## config.mk

```make
export PLATFORM = sky130hd
export DESIGN_NAME = sar_conv_seq
export DESIGN_NICKNAME = d
export VERILOG_FILES = /design/src/rtl/sar_pkg.sv /design/src/rtl/sar_sync.sv /design/src/rtl/sar_step_ctrl.sv /design/src/rtl/sar_trial_path.sv /design/src/rtl/sar_conv_seq.sv
export SDC_FILE = /design/constraint.sdc
export NUM_CORES = 1
export LEC_CHECK = 0
export CAP_MARGIN = 20
export CORE_MARGIN = 2
export CORE_UTILIZATION = 55
export CTS_CLUSTER_SIZE = 30
export DETAILED_ROUTE_END_ITERATION = 8
export DONT_BUFFER_PORTS = 1
export GPL_ROUTABILITY_DRIVEN = 0
export HOLD_SLACK_MARGIN = 0.08
export PLACE_DENSITY = 0.7
export SETUP_SLACK_MARGIN = 0.1
export SYNTH_ARGS = -nofsm -noshare
export SYNTH_HDL_FRONTEND = slang
export SYNTH_SLANG_ARGS = --single-unit
```

## constraint.sdc

```tcl
create_clock -name adclk -period 5.2 [get_ports adclk]
set_input_delay 0 -clock adclk [delete_from_list [all_inputs] [get_ports adclk]]
set_output_delay 0 -clock adclk [all_outputs]
set_load 0.005 [all_outputs]
```

## src/rtl/sar_pkg.sv

```systemverilog
// Package: shared constants and types for the SAR conversion sequencer.
// Assumes a 4-bit channel address with three fixed self-test codes.
package sar_pkg;

    localparam int ADDR_W = 4;

    localparam logic [ADDR_W-1:0] CH_TEST_MID = 4'hB;
    localparam logic [ADDR_W-1:0] CH_TEST_LO  = 4'hC;
    localparam logic [ADDR_W-1:0] CH_TEST_HI  = 4'hD;

    // Where the bit decision comes from during a conversion.
    typedef enum logic [1:0] {
        REF_EXT = 2'd0,
        REF_MID = 2'd1,
        REF_LO  = 2'd2,
        REF_HI  = 2'd3
    } ref_sel_e;

    // Maps a channel address to its decision source.
    function automatic ref_sel_e ref_of_addr(input logic [ADDR_W-1:0] a);
        case (a)
            CH_TEST_MID: return REF_MID;
            CH_TEST_LO:  return REF_LO;
            CH_TEST_HI:  return REF_HI;
            default:     return REF_EXT;
        endcase
    endfunction

endpackage

```

## src/rtl/sar_sync.sv

```systemverilog
// Module: multi-flop synchronizer for one asynchronous level.
// Assumes the input is a slow level (a toggle or a held request), not a short pulse.
module sar_sync #(
    parameter int STAGES = 2
) (
    input  logic clk,
    input  logic rst_n,
    input  logic d,
    output logic q
);

    logic [STAGES-1:0] shreg;

    // Shift the asynchronous level through the synchronizer chain.
    always_ff @(posedge clk) begin
        if (!rst_n) begin
            shreg <= '0;
        end else begin
            shreg <= {shreg[STAGES-2:0], d};
        end
    end

    assign q = shreg[STAGES-1];

endmodule

```

## src/rtl/sar_step_ctrl.sv

```systemverilog
// Module: timing controller for one fixed-length SAR conversion.
// Produces the per-bit set and decide masks and the store and finish strobes.
// Assumes PRE_CYC >= 1, STEP_CYC >= 2 and POST_CYC >= 2; start is taken only while idle.
module sar_step_ctrl #(
    parameter int NBITS    = 10,
    parameter int STEP_CYC = 4,
    parameter int PRE_CYC  = 2,
    parameter int POST_CYC = 2
) (
    input  logic             clk,
    input  logic             rst_n,
    input  logic             start,
    input  logic             abort,
    output logic             busy,
    output logic [NBITS-1:0] set_mask,
    output logic [NBITS-1:0] dec_mask,
    output logic             store_stb,
    output logic             fin_stb
);

    localparam int TOTAL  = PRE_CYC + STEP_CYC * NBITS + POST_CYC;
    localparam int CW     = $clog2(TOTAL);
    localparam int SW     = $clog2(STEP_CYC);
    localparam int BIT_LO = PRE_CYC;
    localparam int BIT_HI = PRE_CYC + STEP_CYC * NBITS;

    logic [CW-1:0]    cnt;
    logic [SW-1:0]    sub;
    logic [NBITS-1:0] mask;
    logic             in_bits;
    logic             first_set;
    logic             dec_now;

    // Decode the position within the conversion.
    always_comb begin
        in_bits   = busy && (cnt >= CW'(BIT_LO)) && (cnt < CW'(BIT_HI));
        first_set = busy && (cnt == CW'(PRE_CYC - 1));
        dec_now   = in_bits && (sub == SW'(STEP_CYC - 1));
        set_mask  = first_set ? mask : (dec_now ? (mask >> 1) : '0);
        dec_mask  = dec_now ? mask : '0;
        store_stb = busy && !abort && (cnt == CW'(TOTAL - 2));
        fin_stb   = busy && !abort && (cnt == CW'(TOTAL - 1));
    end

    // Busy flag: set by start, cleared by finish or abort.
    always_ff @(posedge clk) begin
        if (!rst_n) begin
            busy <= 1'b0;
        end else if (abort) begin
            busy <= 1'b0;
        end else if (start) begin
            busy <= 1'b1;
        end else if (fin_stb) begin
            busy <= 1'b0;
        end
    end

    // Whole-conversion cycle counter.
    always_ff @(posedge clk) begin
        if (!rst_n) begin
            cnt <= '0;
        end else if (start) begin
            cnt <= '0;
        end else if (busy) begin
            cnt <= cnt + CW'(1);
        end
    end

    // Cycle counter within the current bit step.
    always_ff @(posedge clk) begin
        if (!rst_n) begin
            sub <= '0;
        end else if (start) begin
            sub <= '0;
        end else if (in_bits) begin
            sub <= (sub == SW'(STEP_CYC - 1)) ? '0 : sub + SW'(1);
        end
    end

    // One-hot pointer to the bit under decision, walking MSB to LSB.
    always_ff @(posedge clk) begin
        if (!rst_n) begin
            mask <= '0;
        end else if (start) begin
            mask <= {1'b1, {(NBITS-1){1'b0}}};
        end else if (dec_now) begin
            mask <= mask >> 1;
        end
    end

endmodule

```

## src/rtl/sar_trial_path.sv

```systemverilog
// Module: trial-code register, decision source select and result register.
// Assumes set_mask and dec_mask come from sar_step_ctrl, at most one bit each.
module sar_trial_path
    import sar_pkg::*;
#(
    parameter int NBITS = 10
) (
    input  logic             clk,
    input  logic             rst_n,
    input  logic             clear,
    input  logic [NBITS-1:0] set_mask,
    input  logic [NBITS-1:0] dec_mask,
    input  logic             cmp_ge,
    input  ref_sel_e         ref_sel,
    input  logic             store,
    output logic [NBITS-1:0] trial,
    output logic [NBITS-1:0] result
);

    logic [NBITS-1:0] level;
    logic             ge_eff;

    // Choose the decision: the external comparator, or a compare against a fixed self-test level.
    always_comb begin
        level = '0;
        case (ref_sel)
            REF_MID: level[NBITS-1] = 1'b1;
            REF_HI:  level = '1;
            default: level = '0;
        endcase
        ge_eff = (ref_sel == REF_EXT) ? cmp_ge : (level >= trial);
    end

    // Trial register: drop a rejected bit, then set the next trial bit.
    always_ff @(posedge clk) begin
        if (!rst_n) begin
            trial <= '0;
        end else if (clear) begin
            trial <= '0;
        end else begin
            trial <= (trial & ~(dec_mask & {NBITS{~ge_eff}})) | set_mask;
        end
    end

    // Result register: written only on a completed conversion.
    always_ff @(posedge clk) begin
        if (!rst_n) begin
            result <= '0;
        end else if (store) begin
            result <= trial;
        end
    end

endmodule

```

## src/rtl/sar_conv_seq.sv

```systemverilog
// Module: top of the SAR conversion sequencer.
// Synchronizes the start toggle and the abort request, runs a fixed-length
// conversion and drives eoc and done. Assumes start_tgl is a level that changes
// once per request, and that abort_req is held for several clock cycles.
module sar_conv_seq
    import sar_pkg::*;
#(
    parameter int NBITS       = 10,
    parameter int STEP_CYC    = 4,
    parameter int PRE_CYC     = 2,
    parameter int POST_CYC    = 2,
    parameter int SYNC_STAGES = 2
) (
    input  logic              adclk,
    input  logic              rst_n,
    input  logic              start_tgl,
    input  logic [ADDR_W-1:0] chan_addr,
    input  logic              cmp_ge,
    input  logic              abort_req,
    output logic [NBITS-1:0]  trial_code,
    output logic [NBITS-1:0]  result,
    output logic              eoc,
    output logic              done
);

    logic              start_s, start_q, start_p;
    logic              abort_s, abort_q, abort_v, abort_hit;
    logic              start_ok;
    logic              busy;
    logic [NBITS-1:0]  set_mask, dec_mask;
    logic              store_stb, fin_stb;
    logic [ADDR_W-1:0] addr_q;
    ref_sel_e          ref_sel;

    sar_sync #(.STAGES(SYNC_STAGES)) i_start_sync (
        .clk   (adclk),
        .rst_n (rst_n),
        .d     (start_tgl),
        .q     (start_s)
    );

    sar_sync #(.STAGES(SYNC_STAGES)) i_abort_sync (
        .clk   (adclk),
        .rst_n (rst_n),
        .d     (abort_req),
        .q     (abort_s)
    );

    // Keep one more sample of each synchronized input, for edge detection and filtering.
    always_ff @(posedge adclk) begin
        if (!rst_n) begin
            start_q <= 1'b0;
            abort_q <= 1'b0;
        end else begin
            start_q <= start_s;
            abort_q <= abort_s;
        end
    end

    // Turn the toggle into a start pulse, and require two equal abort samples.
    always_comb begin
        start_p   = start_s ^ start_q;
        abort_v   = abort_s & abort_q;
        abort_hit = abort_v & busy;
        start_ok  = start_p & ~busy & ~abort_v;
        ref_sel   = ref_of_addr(addr_q);
    end

    // Capture the channel address when a conversion starts.
    always_ff @(posedge adclk) begin
        if (!rst_n) begin
            addr_q <= '0;
        end else if (start_ok) begin
            addr_q <= chan_addr;
        end
    end

    sar_step_ctrl #(
        .NBITS    (NBITS),
        .STEP_CYC (STEP_CYC),
        .PRE_CYC  (PRE_CYC),
        .POST_CYC (POST_CYC)
    ) i_ctrl (
        .clk       (adclk),
        .rst_n     (rst_n),
        .start     (start_ok),
        .abort     (abort_hit),
        .busy      (busy),
        .set_mask  (set_mask),
        .dec_mask  (dec_mask),
        .store_stb (store_stb),
        .fin_stb   (fin_stb)
    );

    sar_trial_path #(.NBITS(NBITS)) i_path (
        .clk      (adclk),
        .rst_n    (rst_n),
        .clear    (start_ok),
        .set_mask (set_mask),
        .dec_mask (dec_mask),
        .cmp_ge   (cmp_ge),
        .ref_sel  (ref_sel),
        .store    (store_stb),
        .trial    (trial_code),
        .result   (result)
    );

    // End-of-conversion flag and the one-cycle done pulse.
    always_ff @(posedge adclk) begin
        if (!rst_n) begin
            eoc  <= 1'b1;
            done <= 1'b0;
        end else begin
            done <= fin_stb;
            if (start_ok) begin
                eoc <= 1'b0;
            end else if (fin_stb || abort_hit) begin
                eoc <= 1'b1;
            end
        end
    end

endmodule

```

# Word level (Yosys, flattened, before mapping)
# Cells that the tools add are included.
[word_totals] register_bits=51 input_bits=9 output_inout_bits=22 wordCells=71
[classes] addsub=2 order_cmp=3 n_eq_ne=9 muxes=14 bitwise=13 reduce_logical=16
[op_table] cell="$mux 10" count=4
[op_table] cell="$and 10x10->10" count=2
[op_table] cell="$mux 9" count=2
[op_table] cell="$eq 4x4->1 const B" count=3
[op_table] cell="$eq 6x6->1 const B" count=2
[op_table] cell="$ge 10x10->1" count=1
[op_table] cell="$not 10->10" count=1
[op_table] cell="$or 10x10->10" count=1
[op_table] cell="$logic_and 1x1->1" count=7
[op_table] cell="$add 6x1->6 const B" count=1
[op_table] cell="$eq 6x1->1 const B" count=1
[op_table] cell="$ge 6x2->1 const B" count=1
[op_table] cell="$lt 6x6->1 const B" count=1
[op_table] cell="$mux 1" count=6
[op_table] cell="$pmux 2 s3" count=1
[op_table] cell="$reduce_bool 2->1" count=3
[op_table] cell="$reduce_or 2->1" count=3
[op_table] cell="$and 1x1->1" count=4
[op_table] cell="$eq 2x2->1 const B" count=2
[op_table] cell="$not 1->1" count=4
[op_table] cell="$add 2x1->2 const B" count=1
[op_table] cell="$eq 2x1->1 const B" count=1
[op_table] cell="$logic_not 2->1" count=1
[op_table] cell="$mux 2" count=1
[op_table] cell="other kinds (3)" count=3

# Longest topological paths before layout
# Gate-level depths: netlist of run 1.
[depth] depth_word=12 depth_mapped=10 mapped_depth_nobuf=9

# Hierarchy
# Synthesis of run 1 repeated with hierarchy kept, for this count alone.
[unflattened] cells_unflattened=274 area_unflattened_um2=2546.2
[by_module_without_submodules] mod="sar_step_ctrl" instances=1 cells_each=121 area_each_um2=1099.8 seq_area_each_um2=380.4
[by_module_without_submodules] mod="sar_trial_path" instances=1 cells_each=113 area_each_um2=1018.5 seq_area_each_um2=400.4
[by_module_without_submodules] mod="sar_conv_seq" instances=1 cells_each=32 area_each_um2=322.8 seq_area_each_um2=160.2
[by_module_without_submodules] mod="sar_sync" instances=2 cells_each=4 area_each_um2=52.6 seq_area_each_um2=40.0

# Worst setup path after synthesis of run 1
# Ideal clock, no wire load.
[synth_path] path_kind="reg-to-reg" startpoint="reg addr_q[1]" endpoint="reg i_path.trial[9]" setup_ns=0.143 arrival_time_ns=2.281 t_required_ns=5.057 slack_ns=2.776 stages_incl_launch_ff=10 path_buffers=0 synth_period_minus_slack_ns=2.424 cell_sequence="dfxtp_1 > and2b_1 > nand3_1 > inv_1 > ha_1 > a21oi_1 > nor2_1 > or4b_4 > o32ai_4 > a311oi_1"
[synth_between] elab_chain_len=12 word_cells_on_any_way=17 classes_between="1 x order compare; 5 x eq/ne; 4 x mux; 5 x bitwise; 2 x reduce/logical"
[synth_rtl] item="start, declared" line_no="sar_conv_seq.sv:32" rtl="logic [ADDR_W-1:0] addr_q;"
[synth_rtl] item="start signal, assigned" line_no="sar_conv_seq.sv:74" rtl="addr_q <= chan_addr;"
[synth_rtl] item="$eq 4x4->1" line_no="sar_pkg.sv:21" rtl="case (a)"
[synth_rtl] item="$pmux 2 s3 *" line_no="sar_pkg.sv:21"
[synth_rtl] item="$eq 2x1->1 / $eq 2x2->1 (equally long branches)" line_no="sar_trial_path.sv:26" rtl="case (ref_sel)"
[synth_rtl] item="$reduce_or 2->1 (no source line)"
[synth_rtl] item="$mux 1" line_no="sar_trial_path.sv:26"
[synth_rtl] item="$ge 10x10->1" line_no="sar_trial_path.sv:31" rtl="ge_eff = (ref_sel == REF_EXT) ? cmp_ge : (level >= trial);"
[synth_rtl] item="$mux 1 *" line_no="sar_trial_path.sv:31"
[synth_rtl] item="$not 1->1 *" line_no="sar_trial_path.sv:41" rtl="trial <= (trial & ~(dec_mask & {NBITS{~ge_eff}})) | set_mask;"
[synth_rtl] item="$and 10x10->10 *" line_no="sar_trial_path.sv:41"
[synth_rtl] item="$not 10->10 *" line_no="sar_trial_path.sv:41"
[synth_rtl] item="$and 10x10->10 *" line_no="sar_trial_path.sv:41"
[synth_rtl] item="$or 10x10->10 *" line_no="sar_trial_path.sv:41"
[synth_rtl] item="end signal, assigned" line_no="sar_trial_path.sv:41"
[synth_rtl] item="end, declared" line_no="sar_trial_path.sv:16" rtl="output logic [NBITS-1:0] trial,"
# Mark *: on every way between the ends. The rest lies on a longest branch, timed or not.
# A chain may end at the register's enable or synchronous reset.

# Worst setup path in the final report of run 1
# Ends and elaborated chain as after synthesis.

==> results of run 1 <==
==> worst register-to-register path: stages (launching register included) <==
cell and delay, ns:
dfxtp_1 0.33, and2b_1 0.22, nand3_1 0.11, inv_1 0.22, ha_1 0.29, a21oi_1 0.15
nor2_1 0.06, or4b_4 0.53, o32ai_4 0.49, a311oi_1 0.16
==> power breakdown <==
group	switching (W)	internal, W
logic	0.0000174	0.0000155
clock network	0.000129	0.000156
registers	0.00000800	0.000397
==> layout by cell type (no fill, tap or decap), types with 6 or more instances in the layout <==
master / Yosys / final
dfxtp_1: 51 / 51
mux2i_1: 23 / 23
nor2_1: 22 / 22
nand2_1: 14 / 14
nor2b_1: 14 / 14
ha_1: 14 / 14
inv_1: 12 / 12
a211oi_1: 11 / 11
and2_1: 9 / 9
nor4b_1: 9 / 9
a221oi_1: 9 / 9
dlygate4sd3_1: 0 / 8
a21oi_1: 7 / 7
clkbuf_8: 0 / 6
==> per-layer routing <==
metal / vias to the layer above / GRT usage / share of wire
met5: - / 0 / 0
met4: 0 / 0.0385 / 0.012
met3: 8 / 0.0683 / 0.062
met2: 45 / 0.306 / 0.46
met1: 802 / 0.262 / 0.46
li1: 882 / - / -
==> cell families after synthesis <==
| family | after synthesis | synth area share |
|---|---|---|
| and+or+nand+nor | 90 | 0.212 |
| DFF | 51 | 0.431 |
| adders and majority gates | 14 | 0.0740 |
| AOI/OAI and AO/OA | 38 | 0.126 |
| xor gates and xnor gates | 6 | 0.0222 |
| muxes | 23 | 0.0972 |
| buffers and inverters | 22 | 0.0370 |
==> registers in the layout, indices dropped and copies added (netlist names) <==
signal and count:
abort_q 1, addr_q 4, done 1, eoc 1, i_abort_sync.shreg 2, i_ctrl.busy 1
i_ctrl.cnt 6, i_ctrl.mask 10, i_ctrl.sub 2, i_path.result 10, i_path.trial 10, i_start_sync.shreg 2
start_q 1
==> worst paths after layout <==
kind | start | end | depth (start not counted)
worst max-delay path | addr_q[1] | i_path.trial[9] | 9
worst min-delay path | cmp_ge | i_path.trial[9] | 3
worst max register to register | addr_q[1] | i_path.trial[9] | 9
worst min register to register | i_start_sync.shreg[0] | i_start_sync.shreg[1] | 1
==> metrics by stage <==
step	utilization	power [W]
after floorplan	-	0.000436
after global placement	0.585	0.000439
after detailed placement	0.585	0.000440
after CTS	0.633	0.000730
after global routing	0.633	0.000754
final	0.633	0.000723
==> cell type report <==
| type | count | share of cell area |
|---|---|---|
| clock buffers | 6 | 0.0319 |
| clock inverters | 2 | 0.0135 |
| inverters | 12 | 0.0174 |
| repair buffers | 8 | 0.0310 |
| multi-input cells | 171 | 0.487 |
| well taps | 50 | 0.0242 |
| flip-flops and latches | 51 | 0.395 |
==> timing repair <==
action                                  CTS  global route
hold endpoints to repair                 31             0
resized for setup                         0             0
hold buffers                              8             0
setup buffers                             0             0
endpoints found under the setup margin    0             0
==> key figures, run 1 <==
Finish
  • Layout cell share with drive strength beyond 1: 0.0480
  • Filler Cells Inserted: 352
  • Multi-input logic area: 1260 µm²
  • Area grow syn2layout: 9.19%
  • Non-Filler Instances: 300
  • Reg area: 1020 µm²
  • NumNets Final: 272
  • Ant diodes: 0
  • Post-route cell area: 2590 µm²

Power
  • P_leak: 1.05 nW
  • Power Dens Cells: 279 nW/µm²
  • Peak VDD IR: 0.209 mV

Worst setup path
  • Max stage delay cell, worst path: or4b_4
  • Critical path arrival: 2.87 ns
  • Critical Path RT: 5.36 ns
  • CP Launch Type: flop
  • Crit path max fanout: 10
  • Buf/Inv on CP: 1
  • CP Class: reg -> reg
  • CP peak stage delay: 0.53 ns
  • R2r setup slk: 2.48 ns
  • Critical path capture point type: flop
  • Delay-heaviest family, CP: simple AND/OR/NAND/NOR gates
  • Cell Chain, Critical Path: and2b_1 -> nand3_1 -> inv_1 -> ha_1 -> a21oi_1 -> nor2_1 -> or4b_4 -> o32ai_4 -> a311oi_1

STA
  • Final setup slack of the worst path: 2.48 ns
  • Hold Slack: 0.203 ns
  • Slew @ Worst Pin: 0.928 ns
  • Slew Limit Fails: 0
  • Final hold vios: 0
  • F_max: 0.368 GHz
  • Setup TNS: 0 ns
  • Final setup fails: 0
  • Clk_skew: 0.00426 ns
  • Final period util: 0.522
  • RSZ-0062 raised after global routing: false
  • Tmin final: 2.72 ns
  • Slew headroom: 0.380

Place
  • Dpl cells: 284
  • Pre-CTS setup slack: 2.50 ns
  • Buffers on Ports: 0
  • DPL Wire Length: 3060 µm
  • Placed Area: 2390 µm²

Global route
  • Largest net degree at the start of global routing: 28
  • Total GRT Usage: 0.195
  • Initial antenna violation count: 0
  • First-pass GRT wire length: 7690 µm
  • GRT overflow: 0
  • Vias in the first global route: 1552

Floorplanning
  • Row cnt: 23
  • CORE AREA: 4090 µm²
  • Die Ht: 69.6 µm
  • Starting density of the core: 0.580
  • Die span in x: 69.6 µm
  • Die footprint: 4850 µm²
  • IO Count: 31

Synth
  • Share of the synthesized area in the top cell type: 0.431
  • Register area share after synthesis: 0.431
  • Area contributors post-synth: dfxtp_1 43%, mux2i_1 9.7%, ha_1 7.4%
  • Fraction of registers with async set/reset: 0
  • Commonest cells post-synth: 51 x dfxtp_1, 23 x mux2i_1, 22 x nor2_1
  • Post-Syn Nets: 267
  • Synth Flop Type: dfxtp_1
  • Syn Inst Count: 244
  • Yosys cell types: 36
  • Post-Syn Area: 2370 µm²
  • Flops & latches, synth: 51
  • Yosys warns: 0
  • Avg Synthesized Cell Area: 9.71 µm²
  • Most instantiated library cell after synthesis: dfxtp_1
  • Post-synth EDFFs: 0
  • Post-synth top area cell: dfxtp_1

Clocking
  • CTS tree: done
  • H-tree depth: 2
  • Clock latency on the worst-skew pair: 0.31 ns
  • Clock transition at path regs: 0.09 ns
  • Total clock sinks: 51
  • TritonCTS Buffers: 5
  • Max Root-Sink Buffers: 2
  • Clk root buf: clkbuf_8

Route
  • Total wire length: 4540 µm
  • Final ANT Viol Nets: 0
  • DR vias/cell: 5.79
  • Drt drc: 0
  • Initial DRC Count: 119
  • Total number of vias: 1737
  • Router iterations before antenna repair: 4
  • DR WL/cell: 15.1 µm

Outcome
  • Status: complete, no violations

Flow run
  • Max_cap viols: 0

Min path
  • Hold WC Path Type: in -> reg
(Power assumes the default switching activity.)
==> run 2: changes to the inputs <==
Settings changed: PLACE_DENSITY 0.7 to 0.73.
Clock period 5.2 ns to 2.3 ns, I/O delays scaled along.
==> key figures, run 2 (synthesis gave the netlist of run 1 again) <==
Outcome
  • Status: finished, violations left
  • Failing checks: setup timing

Global route
  • First-pass GRT wire length: 9130 µm (+19%)
  • Total GRT Usage: 0.233 (+0.0387)
  • Vias in the first global route: 1869 (+20%)
  • GRT overflow: 0 (unchanged)
  • Largest net degree at the start of global routing: 25 (-11%)
  • Initial antenna violation count: 0 (unchanged)

Route
  • Initial DRC Count: 152 (+28%)
  • Final ANT Viol Nets: 0 (unchanged)
  • DR WL/cell: 17.2 µm (+14%)
  • Router iterations before antenna repair: 7 (+3)
  • Drt drc: 0 (unchanged)
  • DR vias/cell: 5.98 (+3.2%)
  • Total number of vias: 1948 (+12%)
  • Total wire length: 5610 µm (+24%)

Finish
  • Ant diodes: 0 (unchanged)
  • Reg area: 1020 µm² (+0.24%)
  • Multi-input logic area: 1470 µm² (+16%)
  • Largest registers: i_ctrl.mask (10), i_path.result (10), i_path.trial (10)
  • Filler Cells Inserted: 279 (-21%)
  • Area grow syn2layout: 27.8%
  • NumNets Final: 298 (+9.6%)
  • Layout cell share with drive strength beyond 1: 0.261 (+0.213)
  • Post-route cell area: 3030 µm² (+17%)
  • Most common cell after layout, fill and taps aside: dfxtp_1
  • Most frequent cells in the layout: 49 x dfxtp_1, 23 x mux2i_1, 23 x buf_4
  • Non-Filler Instances: 326 (+8.7%)

Floorplanning
  • Die footprint: 4850 µm² (unchanged)
  • Die span in x: 69.6 µm (unchanged)
  • Die Ht: 69.6 µm (unchanged)
  • Row cnt: 23 (unchanged)
  • CORE AREA: 4090 µm² (unchanged)
  • Starting density of the core: 0.580 (unchanged)
  • IO Count: 31 (unchanged)

STA
  • F_max: 0.410 GHz (+11%)
  • Slew headroom: 0.566 (+0.186)
  • Final period util: 1.06 (+0.537)
  • Final setup slack of the worst path: -0.137 ns (-2.62 ns)
  • Final hold vios: 0 (unchanged)
  • Tmin final: 2.44 ns (-0.279 ns)
  • Clk_skew: 0.00690 ns (+0.00263 ns)
  • RSZ-0062 raised after global routing: true
  • Slew Limit Fails: 0 (unchanged)
  • Slew @ Worst Pin: 0.649 ns (-0.279 ns)
  • Setup TNS: -1.14 ns (-1.14 ns)
  • Final setup fails: 10 (+10)

Place
  • Buffers on Ports: 0 (unchanged)
  • Dpl cells: 304 (+7.0%)
  • DPL Wire Length: 3310 µm (+8.3%)
  • Placed Area: 2560 µm² (+7.1%)

Worst setup path
  • Critical path arrival: 2.62 ns (-0.25 ns)
  • Critical Path RT: 2.48 ns (-2.88 ns)
  • CP Class: reg -> reg
  • CP Launch Type: flop
  • Critical path capture point type: flop
  • Crit path max fanout: 8 (-2)

Power
  • Sequential Power Share: 0.520 (-0.040)
  • NetSw: 0.000375 W (+140%)
  • Internal power: 0.00138 W (+140%)
  • Peak VDD IR: 0.435 mV (+110%)
  • Switching portion of total power: 0.213 (-0.000435)
  • Power Total: 0.00175 W (+140%)
  • Power Dens Cells: 580 nW/µm² (+110%)
  • Comb pwr share: 0.057 (+0.011)
  • P_leak: 1.21 nW (+15%)
  • Clock power frac: 0.423 (+0.029)

Flow run
  • Max_cap viols: 0 (unchanged)

Clocking
  • Clock transition at path regs: 0.10 ns (about the same)
  • CTS tree: done
  • Clk root buf: clkbuf_8
  • Total clock sinks: 51 (unchanged)
  • H-tree depth: 2 (unchanged)
  • Clock latency on the worst-skew pair: 0.30 ns (about the same)
  • TritonCTS Buffers: 5 (unchanged)
  • Max Root-Sink Buffers: 2 (unchanged)

Min path
  • Hold WC Path Type: in -> reg
-- run 2: changes by cell type in the layout (fill, tap and decap cells not counted), moves of 2 or more --
cell	previous run	this run
ha_4	0	6
ha_1	14	8
a21oi_2	0	2
nand3_1	4	2
dfxtp_1	51	49
a21oi_1	7	5
a211oi_2	0	8
nand3_2	0	2
nor4b_1	9	0
a211oi_1	11	3
dfxtp_2	0	2
buf_4	0	23
nor4b_2	0	9
buf_6	0	3
-- run 2: layout make-up --
type	instances	area share
clock buffers	5	0.0227
multi-input cells	171	0.485
inverters	12	0.0165
well taps	50	0.0207
clock inverters	3	0.0223
flip-flops and latches	51	0.338
repair buffers	34	0.0947
-- run 2: path summary, 6_finish.rpt --
check                                        endpoint  slack [ns]                   from  cells past startpoint
worst max-delay path                  i_path.trial[9]       -0.14              addr_q[1]                     11
worst max register to register        i_path.trial[9]       -0.14              addr_q[1]                     11
worst min register to register  i_abort_sync.shreg[1]        0.44  i_abort_sync.shreg[0]                      1
worst min-delay path                    i_ctrl.sub[1]        0.09                  rst_n                      2
-- run 2: metrics by stage --
stage / hold slack, ns / worst slack (ns) / util
2_1_floorplan: 0.127 / -0.0391 / -
3_3_place_gp: 0.0659 / -0.0880 / 0.626
3_5_place_dp: 0.0665 / -0.122 / 0.626
4_1_cts: 0.0907 / -0.150 / 0.716
5_1_grt: 0.140 / -0.228 / 0.741
6_report: 0.0945 / -0.137 / 0.741
-- run 2: layer usage --
layer  global-route usage  up-vias  share of wire
li1                     -      938              -
met4               0.0726        0          0.028
met3               0.0523       17          0.050
met2                0.406       65           0.50
met5                    0        -              0
met1                0.287      928           0.42
-- run 2: worst max-delay path: stages (launching register included) --
cell and delay [ns]:
dfxtp_2 0.34, and2b_1 0.19, nand3_2 0.12, clkinv_4 0.14, buf_6 0.15, ha_4 0.14
a21oi_2 0.16, nor3_2 0.05, or4b_4 0.49, o32ai_4 0.26, buf_6 0.18, a311oi_2 0.09
-- run 2: repair_timing --
item                       4_1_cts  5_1_grt
pin swaps                        8        5
buffers inserted                 4        3
setup endpoints to repair       10       13
hold buffers                     7        1
hold endpoints to repair        24        3
gates cloned                     1        0
gates resized for setup         16       23
-- run 2: power groups by stage --
stage / sequential, W / combinational [W] / clock (W)
2_1_floorplan: 0.000929 / 0.0000560 / 0
3_3_place_gp: 0.000932 / 0.0000750 / 0
3_5_place_dp: 0.000933 / 0.0000760 / 0
4_1_cts: 0.000912 / 0.000104 / 0.000749
5_1_grt: 0.000915 / 0.000110 / 0.000783
6_report: 0.000912 / 0.0000996 / 0.000743
